==> src/rtl/evc_pkg.sv <==
package evc_pkg;

    // Zero-crossing classification of a counter update
    typedef enum logic [1:0] {
        TR_NONE = 2'd0,
        TR_RISE = 2'd1,
        TR_FALL = 2'd2
    } trans_e;

    function automatic trans_e classify(input logic was_zero, input logic is_zero);
        if (was_zero && !is_zero) begin
            return TR_RISE;
        end
        if (!was_zero && is_zero) begin
            return TR_FALL;
        end
        return TR_NONE;
    endfunction

endpackage

==> src/rtl/evc_counter_bank.sv <==
module evc_counter_bank
    import evc_pkg::*;
#(
    parameter int NUM_CTR = 8,
    parameter int CNT_W   = 4,
    parameter int IDX_W   = 8,
    localparam int SEL_W  = (NUM_CTR > 1) ? $clog2(NUM_CTR) : 1
) (
    input  logic             clk,
    input  logic             rst_n,
    input  logic             inc_fire,
    input  logic [SEL_W-1:0] inc_sel,
    input  logic             dec_fire,
    input  logic [SEL_W-1:0] dec_sel,
    input  logic [CNT_W-1:0] dec_amt,
    input  logic             map_we,
    input  logic [SEL_W-1:0] map_sel,
    input  logic [IDX_W-1:0] map_val,
    input  logic [SEL_W-1:0] rd_sel,
    output logic [CNT_W-1:0] rd_val,
    output logic             ev_a_vld,
    output logic             ev_a_up,
    output logic [IDX_W-1:0] ev_a_idx,
    output logic             ev_b_vld,
    output logic             ev_b_up,
    output logic [IDX_W-1:0] ev_b_idx
);

    typedef struct packed {
        logic [NUM_CTR-1:0][CNT_W-1:0] cnt;
        logic [NUM_CTR-1:0][IDX_W-1:0] map;
    } bank_state_t;

    bank_state_t st_q, st_d;

    logic [CNT_W-1:0] nxt_cnt [NUM_CTR];
    trans_e           tr_a, tr_b;
    logic             same_ctr;

    // Per-counter net update: old + inc - dec, clamped to [0, max]
    for (genvar g = 0; g < NUM_CTR; g++) begin : g_ctr
        logic             hit_inc;
        logic [CNT_W-1:0] dec_g;
        logic [CNT_W:0]   up_sum;
        logic [CNT_W:0]   diff;

        assign hit_inc = inc_fire && (inc_sel == SEL_W'(g));
        assign dec_g   = (dec_fire && (dec_sel == SEL_W'(g))) ? dec_amt : '0;
        assign up_sum  = {1'b0, st_q.cnt[g]} + {{CNT_W{1'b0}}, hit_inc};
        assign diff    = up_sum - {1'b0, dec_g};

        always_comb begin
            if (up_sum < {1'b0, dec_g}) begin
                nxt_cnt[g] = '0;
            end else if (diff[CNT_W]) begin
                nxt_cnt[g] = '1;
            end else begin
                nxt_cnt[g] = diff[CNT_W-1:0];
            end
        end

        // an increment alone on a zero counter leaves it at one
        p_rise_to_one_r4: assert property (@(posedge clk) disable iff (!rst_n)
            (hit_inc && (dec_g == '0) && (st_q.cnt[g] == '0)) |=> (st_q.cnt[g] == CNT_W'(1)));

        // a saturated counter without a decrement stays saturated
        p_saturate_r3: assert property (@(posedge clk) disable iff (!rst_n)
            ((st_q.cnt[g] == '1) && (dec_g == '0)) |=> (st_q.cnt[g] == '1));

        // a decrement at least as large as the count clears it
        p_clamp_zero_r5: assert property (@(posedge clk) disable iff (!rst_n)
            (!hit_inc && (dec_g != '0) && (dec_g >= st_q.cnt[g])) |=> (st_q.cnt[g] == '0));
    end

    always_comb begin
        st_d = st_q;
        for (int i = 0; i < NUM_CTR; i++) begin
            st_d.cnt[i] = nxt_cnt[i];
        end
        if (map_we) begin
            st_d.map[map_sel] = map_val;
        end

        same_ctr = inc_fire && dec_fire && (inc_sel == dec_sel);

        tr_a     = classify(st_q.cnt[inc_sel] == '0, nxt_cnt[inc_sel] == '0);
        ev_a_vld = inc_fire && (tr_a != TR_NONE);
        ev_a_up  = (tr_a == TR_RISE);
        ev_a_idx = st_q.map[inc_sel];

        tr_b     = classify(st_q.cnt[dec_sel] == '0, nxt_cnt[dec_sel] == '0);
        ev_b_vld = dec_fire && !same_ctr && (tr_b != TR_NONE);
        ev_b_up  = (tr_b == TR_RISE);
        ev_b_idx = st_q.map[dec_sel];

        rd_val   = st_q.cnt[rd_sel];
    end

    always_ff @(posedge clk) begin
        if (!rst_n) begin
            for (int i = 0; i < NUM_CTR; i++) begin
                st_q.cnt[i] <= '0;
                st_q.map[i] <= IDX_W'(i);
            end
        end else begin
            st_q <= st_d;
        end
    end

endmodule

==> src/rtl/evc_egress_fifo.sv <==
module evc_egress_fifo #(
    parameter int DEPTH = 4,
    parameter int W     = 9,
    localparam int PW   = (DEPTH > 1) ? $clog2(DEPTH) : 1,
    localparam int CW   = $clog2(DEPTH + 1)
) (
    input  logic          clk,
    input  logic          rst_n,
    input  logic          push_a,
    input  logic [W-1:0]  data_a,
    input  logic          push_b,
    input  logic [W-1:0]  data_b,
    input  logic          pop,
    output logic          head_vld,
    output logic [W-1:0]  head,
    output logic [CW-1:0] free_cnt
);

    typedef struct packed {
        logic [DEPTH-1:0][W-1:0] mem;
        logic [PW-1:0]           wr;
        logic [PW-1:0]           rd;
        logic [CW-1:0]           count;
    } fifo_state_t;

    fifo_state_t s_q, s_d;

    logic [1:0]   n_push;
    logic         do_pop;
    logic [W-1:0] first;

    function automatic logic [PW-1:0] step_ptr(input logic [PW-1:0] p, input logic [1:0] k);
        logic [PW+1:0] t;
        t = {2'b00, p} + {{PW{1'b0}}, k};
        if (t >= (PW+2)'(DEPTH)) begin
            t = t - (PW+2)'(DEPTH);
        end
        return t[PW-1:0];
    endfunction

    always_comb begin
        s_d    = s_q;
        n_push = {1'b0, push_a} + {1'b0, push_b};
        do_pop = pop && (s_q.count != '0);
        first  = push_a ? data_a : data_b;

        if (push_a || push_b) begin
            s_d.mem[s_q.wr] = first;
        end
        if (push_a && push_b) begin
            s_d.mem[step_ptr(s_q.wr, 2'd1)] = data_b;
        end
        s_d.wr    = step_ptr(s_q.wr, n_push);
        s_d.rd    = step_ptr(s_q.rd, {1'b0, do_pop});
        s_d.count = s_q.count + CW'(n_push) - CW'(do_pop);

        head_vld = (s_q.count != '0);
        head     = s_q.mem[s_q.rd];
        free_cnt = CW'(DEPTH) - s_q.count;
    end

    always_ff @(posedge clk) begin
        if (!rst_n) begin
            s_q <= '0;
        end else begin
            s_q <= s_d;
        end
    end

    // no push reaches a full queue
    p_no_overflow_r10: assert property (@(posedge clk) disable iff (!rst_n)
        (s_q.count == CW'(DEPTH)) |-> !(push_a || push_b));

    // occupancy never exceeds the depth
    p_count_bound_r10: assert property (@(posedge clk) disable iff (!rst_n)
        (s_q.count <= CW'(DEPTH)));

    // a stalled head stays put
    p_head_hold_r9: assert property (@(posedge clk) disable iff (!rst_n)
        (head_vld && !pop) |=> (head_vld && $stable(head)));

endmodule

==> src/rtl/evt_msg_counter.sv <==
module evt_msg_counter #(
    parameter int NUM_CTR    = 8,
    parameter int CNT_W      = 4,
    parameter int IDX_W      = 8,
    parameter int IN_BASE    = 16,
    parameter int FIFO_DEPTH = 4,
    localparam int SEL_W     = (NUM_CTR > 1) ? $clog2(NUM_CTR) : 1
) (
    input  logic             clk,
    input  logic             rst_n,
    input  logic             in_valid,
    output logic             in_ready,
    input  logic [IDX_W-1:0] in_idx,
    input  logic             ack_valid,
    output logic             ack_ready,
    input  logic [SEL_W-1:0] ack_ctr,
    input  logic [CNT_W-1:0] ack_amt,
    input  logic             map_we,
    input  logic [SEL_W-1:0] map_ctr,
    input  logic [IDX_W-1:0] map_idx,
    input  logic [SEL_W-1:0] rd_ctr,
    output logic [CNT_W-1:0] rd_count,
    output logic             out_valid,
    input  logic             out_ready,
    output logic [IDX_W-1:0] out_idx,
    output logic             out_up
);

    localparam int RW  = IDX_W + 1;
    localparam int EW  = IDX_W + 1;
    localparam int FCW = $clog2(FIFO_DEPTH + 1);

    logic [RW-1:0]    rel;
    logic             in_range;
    logic             ack_ok, map_ok, rd_ok;
    logic             inc_fire, dec_fire;
    logic [CNT_W-1:0] bank_rd;
    logic             ev_a_vld, ev_a_up, ev_b_vld, ev_b_up;
    logic [IDX_W-1:0] ev_a_idx, ev_b_idx;
    logic [EW-1:0]    head;
    logic             head_vld;
    logic [FCW-1:0]   free_cnt;

    // Ingress window decode
    assign rel      = {1'b0, in_idx} - RW'(IN_BASE);
    assign in_range = !rel[RW-1] && (rel < RW'(NUM_CTR));

    // Selector range guards: only needed when the array is not a power of two
    if (NUM_CTR == (1 << SEL_W)) begin : g_full_sel
        assign ack_ok = 1'b1;
        assign map_ok = 1'b1;
        assign rd_ok  = 1'b1;
    end else begin : g_part_sel
        assign ack_ok = (ack_ctr < SEL_W'(NUM_CTR));
        assign map_ok = (map_ctr < SEL_W'(NUM_CTR));
        assign rd_ok  = (rd_ctr  < SEL_W'(NUM_CTR));
    end

    assign in_ready  = (free_cnt >= FCW'(2));
    assign ack_ready = (free_cnt != '0);
    assign inc_fire  = in_valid && in_ready && in_range;
    assign dec_fire  = ack_valid && ack_ready && ack_ok;
    assign rd_count  = rd_ok ? bank_rd : '0;

    evc_counter_bank #(
        .NUM_CTR (NUM_CTR),
        .CNT_W   (CNT_W),
        .IDX_W   (IDX_W)
    ) u_bank (
        .clk      (clk),
        .rst_n    (rst_n),
        .inc_fire (inc_fire),
        .inc_sel  (rel[SEL_W-1:0]),
        .dec_fire (dec_fire),
        .dec_sel  (ack_ctr),
        .dec_amt  (ack_amt),
        .map_we   (map_we && map_ok),
        .map_sel  (map_ctr),
        .map_val  (map_idx),
        .rd_sel   (rd_ctr),
        .rd_val   (bank_rd),
        .ev_a_vld (ev_a_vld),
        .ev_a_up  (ev_a_up),
        .ev_a_idx (ev_a_idx),
        .ev_b_vld (ev_b_vld),
        .ev_b_up  (ev_b_up),
        .ev_b_idx (ev_b_idx)
    );

    evc_egress_fifo #(
        .DEPTH (FIFO_DEPTH),
        .W     (EW)
    ) u_fifo (
        .clk      (clk),
        .rst_n    (rst_n),
        .push_a   (ev_a_vld),
        .data_a   ({ev_a_up, ev_a_idx}),
        .push_b   (ev_b_vld),
        .data_b   ({ev_b_up, ev_b_idx}),
        .pop      (out_ready),
        .head_vld (head_vld),
        .head     (head),
        .free_cnt (free_cnt)
    );

    assign out_valid = head_vld;
    assign out_up    = head[EW-1];
    assign out_idx   = head[IDX_W-1:0];

    // a refused ingress message does not touch the counter it names
    p_refused_ingress_r10: assert property (@(posedge clk) disable iff (!rst_n)
        (in_valid && !in_ready && !ack_valid && in_range && (rd_ctr == rel[SEL_W-1:0]))
        |=> (rd_count == $past(rd_count)));

endmodule

==> config.mk <==
export PLATFORM = sky130hd
export DESIGN_NAME = evt_msg_counter
export DESIGN_NICKNAME = d
export VERILOG_FILES = /design/src/rtl/evc_pkg.sv /design/src/rtl/evc_counter_bank.sv /design/src/rtl/evc_egress_fifo.sv /design/src/rtl/evt_msg_counter.sv
export SDC_FILE = /design/constraint.sdc
export NUM_CORES = 1
export LEC_CHECK = 0
export ABC_AREA = 1
export BUFFER_PORTS_ARGS = -buffer_cell sky130_fd_sc_hd__buf_2
export CORE_UTILIZATION = 45
export CTS_CLUSTER_SIZE = 14
export DETAILED_ROUTE_END_ITERATION = 10
export PLACE_DENSITY = 0.72
export SLEW_MARGIN = 20
export SYNTH_ARGS = -nofsm -noshare
export SYNTH_HDL_FRONTEND = slang
export SYNTH_HIERARCHICAL = 1
export SYNTH_SLANG_ARGS = --single-unit
==> constraint.sdc <==
create_clock -name clk -period 15.9 [get_ports clk]
set_input_delay 1.59 -clock clk [delete_from_list [all_inputs] [get_ports clk]]
set_output_delay 1.59 -clock clk [all_outputs]
set_load 0.01 [all_outputs]
# [Word-level counts from Yosys, hierarchy flattened]
# Cells that the tools add are included.
[word_totals] output_inout_bits=16 in_bits=35 wordCells=217 register_bits=139
[classes] reduce_logical=51 bitwise_logic=2 mux=72 magnitude_cmp=25 n_addsub=27 n_eq_ne=17
[op_table] cell="4-bit two-way mux" n=31
[op_table] cell="36-bit bitwise mux" n=2
[op_table] cell="36-bit two-way mux" n=2
[op_table] cell="64-bit bitwise mux" n=1
[op_table] cell="4-bit binary-select mux with 3-bit select" n=5
[op_table] cell="8-bit binary-select mux with 3-bit select" n=2
[op_table] cell="4-bit by 1-bit adder with 5-bit output" n=8
[op_table] cell="5-bit by 4-bit < comparator with 1-bit output" n=8
[op_table] cell="5-bit by 4-bit subtractor with 5-bit output" n=8
[op_table] cell="9-bit demux with 2-bit select" n=2
[op_table] cell="9-bit two-way mux" n=4
[op_table] cell="1-bit logical AND" n=34
[op_table] cell="8-bit demux with 3-bit select" n=1
[op_table] cell="3-bit equality test, second input constant" n=8
[op_table] cell="2-bit two-way mux" n=12
[op_table] cell="8-bit two-way mux" n=3
[op_table] cell="9-bit binary-select mux with 2-bit select" n=1
[op_table] cell="4-bit zero test" n=4
[op_table] cell="3-bit by 4-bit < comparator with 1-bit output, second input constant" n=4
[op_table] cell="3-bit by 2-bit equality test with 1-bit output, second input constant" n=4
[op_table] cell="3-bit >= comparator, second input constant" n=3
[op_table] cell="2-bit by 3-bit < comparator with 1-bit output, second input constant" n=3
[op_table] cell="9-bit by 4-bit < comparator with 1-bit output, second input constant" n=1
[op_table] cell="8-bit by 5-bit subtractor with 9-bit output, second input constant" n=1
[op_table] cell="22 further kinds" n=42

# [Logic depth before layout (Yosys ltp)]
# Gate-level depths: netlist (run 1).
[logic_depth] word_depth=29 ltp_mapped=40 depth_no_buf=40

# [Cells and area by module]
# Netlist (run 1), hierarchy kept.
[by_module_without_submodules] mod="evc_counter_bank" area_each_um2=7389.6 cells_each=1167 instances=1 seq_area_each_um2=1921.8
[by_module_without_submodules] mod="evc_egress_fifo" area_each_um2=2668.8 cells_each=429 instances=1 seq_area_each_um2=860.8
[by_module_without_submodules] mod="evt_msg_counter" area_each_um2=105.1 cells_each=22 instances=1 seq_area_each_um2=0.0

# [Worst setup path before layout (run 1)]
# Ideal clock, no wire load.
[synth_path] path_kind="input -> register" start="in in_idx[4]" end="reg u_fifo/s_q[2] (netlist name)" t_arrival_ns=6.129 n_path_buf=1 path_slack_ns=9.702 cell_stages=34 required_time_ns=15.830 setup_time_ns=0.070 cell_sequence="inv_1 -> ha_1 -> inv_1 -> nor2_1 -> nand3_1 -> nor2_1 -> nand2_1 -> nor2_1 -> ha_1 -> ha_1 -> xor2_1 -> ha_1 -> a21oi_1 -> nand2_1 -> nand2_1 -> nand2_4 -> nand3_1 -> nand3_1 -> nor2_1 -> nand2_1 -> nor2_1 -> nor2_1 -> ha_1 -> nor2_1 -> buf_2 -> inv_2 -> ha_1 -> xnor2_1 -> ha_1 -> inv_1 -> fa_1 -> xnor2_1 -> nand2_1 -> a21oi_1"
[synth_via] elab_chain_cells=23 word_cells_on_any_way=90 cone_classes="20 x add/sub; 9 x order compare; 34 x mux; 27 x reduce/logical"
[synth_rtl] element="from (decl)" line="evt_msg_counter.sv:13" source="input logic [IDX_W-1:0] in_idx,"
[synth_rtl] element="8-bit by 5-bit subtractor with 9-bit output (*)" line="evt_msg_counter.sv:45" source="assign rel = {1'b0, in_idx} - RW'(IN_BASE);"
[synth_rtl] element="9-bit by 4-bit < comparator with 1-bit output / 1-bit zero test (equally long branches)" line="evt_msg_counter.sv:46" source="assign in_range = !rel[RW-1] && (rel < RW'(NUM_CTR));"
[synth_rtl] element="1-bit logical AND (*)" line="evt_msg_counter.sv:46"
[synth_rtl] element="1-bit logical AND (*)" line="evt_msg_counter.sv:61" source="assign inc_fire = in_valid && in_ready && in_range;"
[synth_rtl] element="net inc_fire" line="evt_msg_counter.sv:36" source="logic inc_fire, dec_fire;"
[synth_rtl] element="1-bit logical AND" line="evc_counter_bank.sv:47" source="assign hit_inc = inc_fire && (inc_sel == SEL_W'(g));"
[synth_rtl] element="4-bit by 1-bit adder with 5-bit output" line="evc_counter_bank.sv:49" source="assign up_sum = {1'b0, st_q.cnt[g]} + {{CNT_W{1'b0}}, hit_inc};"
[synth_rtl] element="5-bit by 4-bit subtractor with 5-bit output" line="evc_counter_bank.sv:50" source="assign diff = up_sum - {1'b0, dec_g};"
[synth_rtl] element="(+9 left out)"
[synth_rtl] element="2-bit two-way mux" line="evc_pkg.sv:17" source="return TR_NONE;"
[synth_rtl] element="2-bit two-way mux" line="evc_pkg.sv:14" source="if (!was_zero && is_zero) begin"
[synth_rtl] element="2-bit nonzero test" line="evc_counter_bank.sv:87" source="ev_a_vld = inc_fire && (tr_a != TR_NONE);"
[synth_rtl] element="1-bit logical AND (*)" line="evc_counter_bank.sv:87"
[synth_rtl] element="net ev_a_vld" line="evt_msg_counter.sv:38" source="logic ev_a_vld, ev_a_up, ev_b_vld, ev_b_up;"
[synth_rtl] element="1-bit by 1-bit adder with 2-bit output (*)" line="evc_egress_fifo.sv:43" source="n_push = {1'b0, push_a} + {1'b0, push_b};"
[synth_rtl] element="3-bit by 2-bit adder with 3-bit output (*)" line="evc_egress_fifo.sv:55" source="s_d.count = s_q.count + CW'(n_push) - CW'(do_pop);"
[synth_rtl] element="3-bit by 1-bit subtractor with 3-bit output (*)" line="evc_egress_fifo.sv:55"
[synth_rtl] element="to (signal assigned)" line="evc_egress_fifo.sv:64" source="s_q <= '0;"
[synth_rtl] element="to (signal assigned)" line="evc_egress_fifo.sv:66" source="s_q <= s_d;"
[synth_rtl] element="to (decl)" line="evc_egress_fifo.sv:26" source="fifo_state_t s_q, s_d;"
# Mark *: on every way through the listed nets, which the timed path passes. The rest lies on a longest branch. The select of a mux whose other input is x is not followed.
# A chain may end at the register's enable or synchronous reset.

# [Final worst setup path (run 1)]
# Ends and elaborated chain as after synthesis.

==> summary.md, run 1 <==
| Metric | Value |
|---|---|
| Critical path's largest stage delay | `0.55 ns` |
| Commonest cells in the netlist | `nand2_1 (385), nor2_1 (330), dfxtp_1 (139)` |
| Post-synth cell types | `42` |
| Critical path's top delay family | `simple AND/OR/NAND/NOR gates` |
| CP required | `16.25 ns` |
| Fin util | `50.3%` |
| HP Start | `u_fifo/s_q[2]` |
| Final instance area | `11100 µm²` |
| Synth top area share | `27.4%` |
| RSZ-0062 raised after global routing | `false` |
| Max H-tree Level | `4` |
| Sw Ratio | `45.1%` |
| Synth area leader | `dfxtp_1` |
| Post-cts resize count | `0` |
| Gp weighted congestion | `0.947` |
| Grt ovf | `0` |
| Tot Pwr | `1.51 mW` |
| Syn Nets | `1720` |
| Synth Flop Type | `dfxtp_1` |
| Share of power burned in registers | `29.0%` |
| Initial antenna violation count | `0` |
| Final Hold Slack | `0.475 ns` |
| Worst EP arrival | `7.70 ns` |
| Post-CTS setup buffer count | `0` |
| Status | `complete, but fails checks` |
| DRT antenna net count | `0` |
| Final #Nets | `1732` |
| CTS Buffer Depth | `2` |
| GRT Total Usage | `27.1%` |
| Vias per std cell | `5.53` |
| CP endpoint kind | `register` |
| Register area | `2780 µm²` |
| CP max FO | `11` |
| CTS tree | `yes` |
| WL/cell | `16.3 µm` |
| CTS Buf Count | `17` |
| Fillers | `2235` |
| Min Clock Period, post-route | `7.34 ns` |
| ANT cells | `0` |
| Hold WC Path Type | `register to register` |
| Power Internal | `0.827 mW` |
| Root Driver | `clkbuf_16` |
| Most frequent cell after synthesis | `nand2_1` |
| Relative max-transition margin | `34.6%` |
| Critical path origin | `in_idx[4]` |
| Placed Area | `10500 µm²` |
| Multi-input logic area | `6470 µm²` |
| Clk pwr share | `25.7%` |
| Cell area power density | `136 nW/µm²` |
| Largest net degree at the start of global routing | `104` |
| DRT Wirelength | `31300 µm` |
| Failing checks | `design-rule violations` |
| Die extent in x | `152 µm` |
| DR DRC count | `4` |
| Dpl cells | `1891` |
| Leak pwr | `5.20 nW` |
| Share of cells above drive strength 1 | `9.37%` |
| Place WS | `8.27 ns` |
| Top cells by area in the synthesized netlist | `dfxtp_1 (27%), nand2_1 (14%), nor2_1 (12%)` |
| FF-to-FF Start | `u_fifo/s_q[0]` |
| Slew @ Worst Pin | `0.971 ns` |
| Via Count | `10628` |
| Reg clk slew, reported paths | `0.06 ns` |
| Area Growth Syn to Fin | `8.75%` |
| EDFF count, synth | `0` |
| Post-Layout Cell Count | `1923` |
| CP max-delay cell | `nor2_1` |
| Crit share post-route | `46.2%` |
| CP most frequent cell | `nor2_1` |
| Setup violations, final | `0` |
| Cts hold-fix bufs | `0` |
| Sinks on the clock net | `139` |
| Share of the yosys chip area belonging to registers | `27.4%` |
| Vias in the first global route | `9845` |
| MaxCap Viol Count | `0` |
| PortBufs | `50` |
| Mapped Area | `10200 µm²` |
| Crit path launch type | `input port` |
| TNS Setup | `0 ns` |
| Drt pass-1 iters | `8` |
| Sw power | `0.680 mW` |
| Die footprint | `23200 µm²` |
| Ys async rst share | `0%` |
| CP Class | `input port to register` |
| Die height | `152 µm` |
| Peak Freq | `136 MHz` |
| Setup Skew | `0.0125 ns` |
| Post-DP HPWL | `22000 µm` |
| Final setup margin | `8.56 ns` |
| Standard-cell rows | `54` |
| First-pass GRT wire length | `50600 µm` |
| Final hold violations | `0` |
| Io pins | `51` |
| Mean post-synth cell area | `6.28 µm²` |
| Final slew viol count | `0` |
| Core Region | `22000 µm²` |
| Clock latency on the worst-skew pair | `0.43 ns` |
| Combinational power share | `45.2%` |
| Syn. warnings | `6` |
| Max rail drop VDD | `77.3 µV` |
| Register bit count reported by yosys | `139` |
| Critical path buffers and inverters | `5` |
| Syn Inst Count | `1618` |
| Starting density of the core | `46.3%` |
| Initial DRC count | `1091` |
==> cell type report <==
type                       count  share of cell area (%)
multi-input combinational   1261                    58.6
sequential                   139                    25.2
inverter                     155                    5.29
clock buffer                  18                    3.97
tap                          280                    3.17
timing repair buffer          56                    2.67
clock inverter                14                    1.14
==> power groups by stage <==
stage / combinational [mW] / sequential (mW) / clock [mW]
2_1_floorplan: 0.524 / 0.421 / 0
5_1_grt: 0.770 / 0.443 / 0.406
3_3_place_gp: 0.660 / 0.442 / 0
6_report: 0.682 / 0.437 / 0.388
3_5_place_dp: 0.666 / 0.444 / 0
4_1_cts: 0.670 / 0.436 / 0.393
==> state kept, by name, summed over array words and instances, names as in the netlist <==
name	cells
u_bank/st_q	96
u_fifo/s_q	43
==> routing by layer <==
metal,up-vias,track usage (%),routed length [µm]
li1,5297,-,-
met1,4798,38.3,14500
met2,475,42.6,13500
met3,58,3.90,2610
met4,0,8.41,619
met5,-,0,0
==> layout by cell type, fill, tap and decap left out, types with 16 or more instances in the layout <==
master / Yosys / routed
a21oi_1: 43 / 43
a221oi_1: 16 / 16
buf_2: 18 / 50
clkbuf_16: 0 / 17
dfxtp_1: 139 / 139
ha_1: 58 / 58
inv_1: 138 / 138
nand2_1: 385 / 385
nand2_2: 18 / 18
nand3_1: 113 / 113
nand4_1: 18 / 18
nor2_1: 330 / 330
o21ai_0: 118 / 118
o21ai_1: 25 / 25
o22ai_1: 32 / 32
xor2_1: 18 / 18
==> worst register-to-register path: cells and delay by family (launching register included) <==
kind	cells	cell delay, ns
AND/OR/NAND/NOR	17	2.76
adder cells (fa/ha/maj)	9	2.68
buffers and inverters	5	0.42
flip-flops	1	0.39
XOR/XNOR	2	0.34
AO/OA/AOI/OAI	1	0.14
==> cell families (layout without fill, tap and decap cells) <==
logic type | after synthesis | after routing | synth area share [%]
flops | 139 | 139 | 27.4
xor+xnor | 25 | 25 | 2.15
buf+inv | 218 | 243 | 8.91
fa+ha+maj | 67 | 67 | 8.91
compound gates | 251 | 251 | 13.8
simple gates | 918 | 918 | 38.9
==> path summary, 6_finish.rpt <==
check                  end  slack [ns]  cells past startpoint
min          u_fifo/s_q[2]        0.48                      2
max          u_fifo/s_q[2]        8.56                     33
max reg2reg  u_fifo/s_q[2]        9.12                     34
min reg2reg  u_fifo/s_q[2]        0.48                      2
Power figures use the tool's default switching activity.
==> run 2: changes to the inputs <==
Settings changed: PLACE_DENSITY 0.72 to 0.74.
Clock period 15.9 ns to 6.4 ns, I/O delays scaled along.
==> run 2 against run 1 <==
The run still ends with design-rule violations left; cell count grew 0.21%; first-iteration DRC count grew 9.2%; global-route usage down 1.1 points; clock-buffer cell count up 2; cell area rose by 1.2%; critical endpoint unchanged; largest power group unchanged.
==> summary.md, run 2 (synthesis gave the netlist of run 1 again) <==
| Metric | Value |
|---|---|
| Largest regs | `u_bank/st_q (96), u_fifo/s_q (43)` |
| Largest net degree at the start of global routing | `104 (unchanged)` |
| Critical path origin | `u_fifo/s_q[0]` |
| Final hold violations | `0 (unchanged)` |
| First-pass GRT wire length | `48800 µm (-3.5%)` |
| FF-to-FF Start | `u_fifo/s_q[0]` |
| Hold WC Path Type | `register to register` |
| Max H-tree Level | `4 (unchanged)` |
| TNS Setup | `0 ns (unchanged)` |
| CP endpoint kind | `register` |
| ANT cells | `0 (unchanged)` |
| Clock latency on the worst-skew pair | `0.43 ns (about the same)` |
| CTS Buf Count | `17 (unchanged)` |
| Final #Nets | `1736 (+0.23%)` |
| Max FFs per register | `96 (unchanged)` |
| CTS tree | `yes` |
| Initial DRC count | `1191 (+9.2%)` |
| Failing checks | `design-rule violations` |
| Sinks on the clock net | `139 (unchanged)` |
| Relative max-transition margin | `34.1% (-0.52 points)` |
| Commonest cells after routing, fill and taps aside | `nand2_1 (385), nor2_1 (326), dfxtp_1 (139)` |
| R2R depth | `33 (-2.9%)` |
| Vias per std cell | `5.64 (+2.0%)` |
| Crit path launch type | `register` |
| RSZ-0062 raised after global routing | `false` |
| Max rail drop VDD | `217 µV (+180%)` |
| Post-DP HPWL | `21100 µm (-4.0%)` |
| Vias in the first global route | `9851 (+0.061%)` |
| Core Region | `22000 µm² (unchanged)` |
| Cell area power density | `343 nW/µm² (+150%)` |
| Leak pwr | `5.24 nW (+0.76%)` |
| Initial antenna violation count | `0 (unchanged)` |
| Drt pass-1 iters | `9 (+1)` |
| Setup Skew | `0.00990 ns (-0.00256 ns)` |
| Placed Area | `10500 µm² (+0.29%)` |
| Reg clk slew, reported paths | `0.06 ns (about the same)` |
| Largest register by flop count | `u_bank/st_q` |
| Slew @ Worst Pin | `0.989 ns (+0.0181 ns)` |
| Die extent in x | `152 µm (unchanged)` |
| Area Growth Syn to Fin | `10.1%` |
| Via Count | `10868 (+2.3%)` |
| Starting density of the core | `46.3% (unchanged)` |
| Cts hold-fix bufs | `0 (unchanged)` |
| Final instance area | `11200 µm² (+1.2%)` |
| CP endpoint | `u_fifo/s_q[2]` |
| Share of cells above drive strength 1 | `10.3% (+0.89 points)` |
| Die footprint | `23200 µm² (unchanged)` |
| CP most frequent cell | `nand2_1` |
| MaxCap Viol Count | `0 (unchanged)` |
| Status | `complete, but fails checks` |
| DRT Wirelength | `30400 µm (-2.8%)` |
| DRT antenna net count | `0 (unchanged)` |
| Post-CTS setup buffer count | `0 (unchanged)` |
| Critical path's largest stage delay | `0.48 ns (-0.07 ns)` |
| Min Clock Period, post-route | `5.93 ns` |
| Io pins | `51 (unchanged)` |
| Die height | `152 µm (unchanged)` |
| CTS Buffer Depth | `2 (unchanged)` |
| Post-Layout Cell Count | `1927 (+0.21%)` |
| Dpl cells | `1895 (+0.21%)` |
| Setup violations, final | `0 (unchanged)` |
| DR DRC count | `3 (-1)` |
| Grt ovf | `0 (unchanged)` |
| CP max FO | `10 (-1)` |
| Fillers | `2203 (-1.4%)` |
| Crit share post-route | `92.6%` |
| Peak Freq | `169 MHz` |
| R2r endpoint | `u_fifo/s_q[2]` |
| Final slew viol count | `0 (unchanged)` |
| Flop2flop setup slack | `0.47 ns (-8.65 ns)` |
| CP required | `6.75 ns (-9.50 ns)` |
| Gp weighted congestion | `0.947 (about the same)` |
| PortBufs | `50 (unchanged)` |
| WL/cell | `15.8 µm (-3.0%)` |
| CP Class | `register to register` |
| GRT Total Usage | `26.0% (-1.1 points)` |
| Standard-cell rows | `54 (unchanged)` |
| Worst EP arrival | `6.28 ns (-1.42 ns)` |
| CP max-delay cell | `fa_1` |
| Root Driver | `clkbuf_16` |
| Commonest non-fill, non-tap cell in the layout | `nand2_1` |
==> run 2: cell count changes in the layout (fill, tap and decap cells not counted), moves of 3 or more <==
| cell | change |
|---|---|
| inv_8 | -5 |
| buf_4 | +4 |
| ha_1 | -4 |
| nor2_1 | -4 |
| bufinv_16 | +3 |
| ha_2 | +3 |
==> run 2: worst max-delay path, delay by kind of cell, from the launching register on <==
kind | cells | cell delay [ns]
DFF | 1 | 0.38
xor gates and xnor gates | 2 | 0.35
and+or+nand+nor | 15 | 1.57
AOI/OAI and AO/OA | 3 | 0.67
adders and majority gates | 9 | 2.65
buffers and inverters | 4 | 0.24
==> run 2: how the worst min path moves through the flow <==
stage	endpoint	slack, ns	from	depth (start not counted)
after CTS	u_fifo/s_q[2]	0.48	u_fifo/s_q[2]	2
after global routing	u_fifo/s_q[2]	0.49	u_fifo/s_q[2]	2
final	u_fifo/s_q[2]	0.47	u_fifo/s_q[2]	2
after floorplan	u_fifo/s_q[2]	0.44	u_fifo/s_q[2]	2
after detailed placement	u_fifo/s_q[2]	0.47	u_fifo/s_q[2]	2
after global placement	u_fifo/s_q[2]	0.45	u_fifo/s_q[2]	2
==> run 2: per-stage QoR <==
step / total power, mW / setup slack [ns] / util (%) / hold WS [ns]
floorplan: 2.35 / 1.15 / - / 0.437
global placement: 2.71 / 0.230 / 47.9 / 0.454
detailed placement: 2.74 / 0.100 / 47.9 / 0.471
CTS: 3.78 / 0.129 / 50.7 / 0.480
global route: 4.10 / 0.0376 / 51.0 / 0.494
finish: 3.84 / 0.472 / 51.0 / 0.470
==> run 2: cell type report <==
cell class,count,area [µm²],share of cell area (%)
inverters,155,584,5.22
clock inverters,12,160,1.43
clock buffers,20,457,4.08
multi-input cells,1261,6530,58.4
repair buffers,60,325,2.91
well taps,280,350,3.13
flip-flops and latches,139,2780,24.9
==> run 2: metal layers <==
metal / track usage (%) / wire [µm] / part of all wire, %
met5: 0 / 0 / 0
met1: 33.9 / 12900 / 42
met2: 42.6 / 13900 / 46
met4: 10.8 / 861 / 2.8
met3: 4.27 / 2740 / 9.0
==> run 2: power breakdown <==
group          switching, mW  internal [mW]
clock                  0.398          0.638
sequential             0.120          0.966
combinational           1.13          0.587
==> run 2: what timing repair did <==
| action | 4_1_cts | 5_1_grt |
|---|---|---|
| endpoints found under the hold margin | 0 | 0 |
| resized for setup | 0 | 13 |
| endpoints found under the setup margin | 0 | 11 |
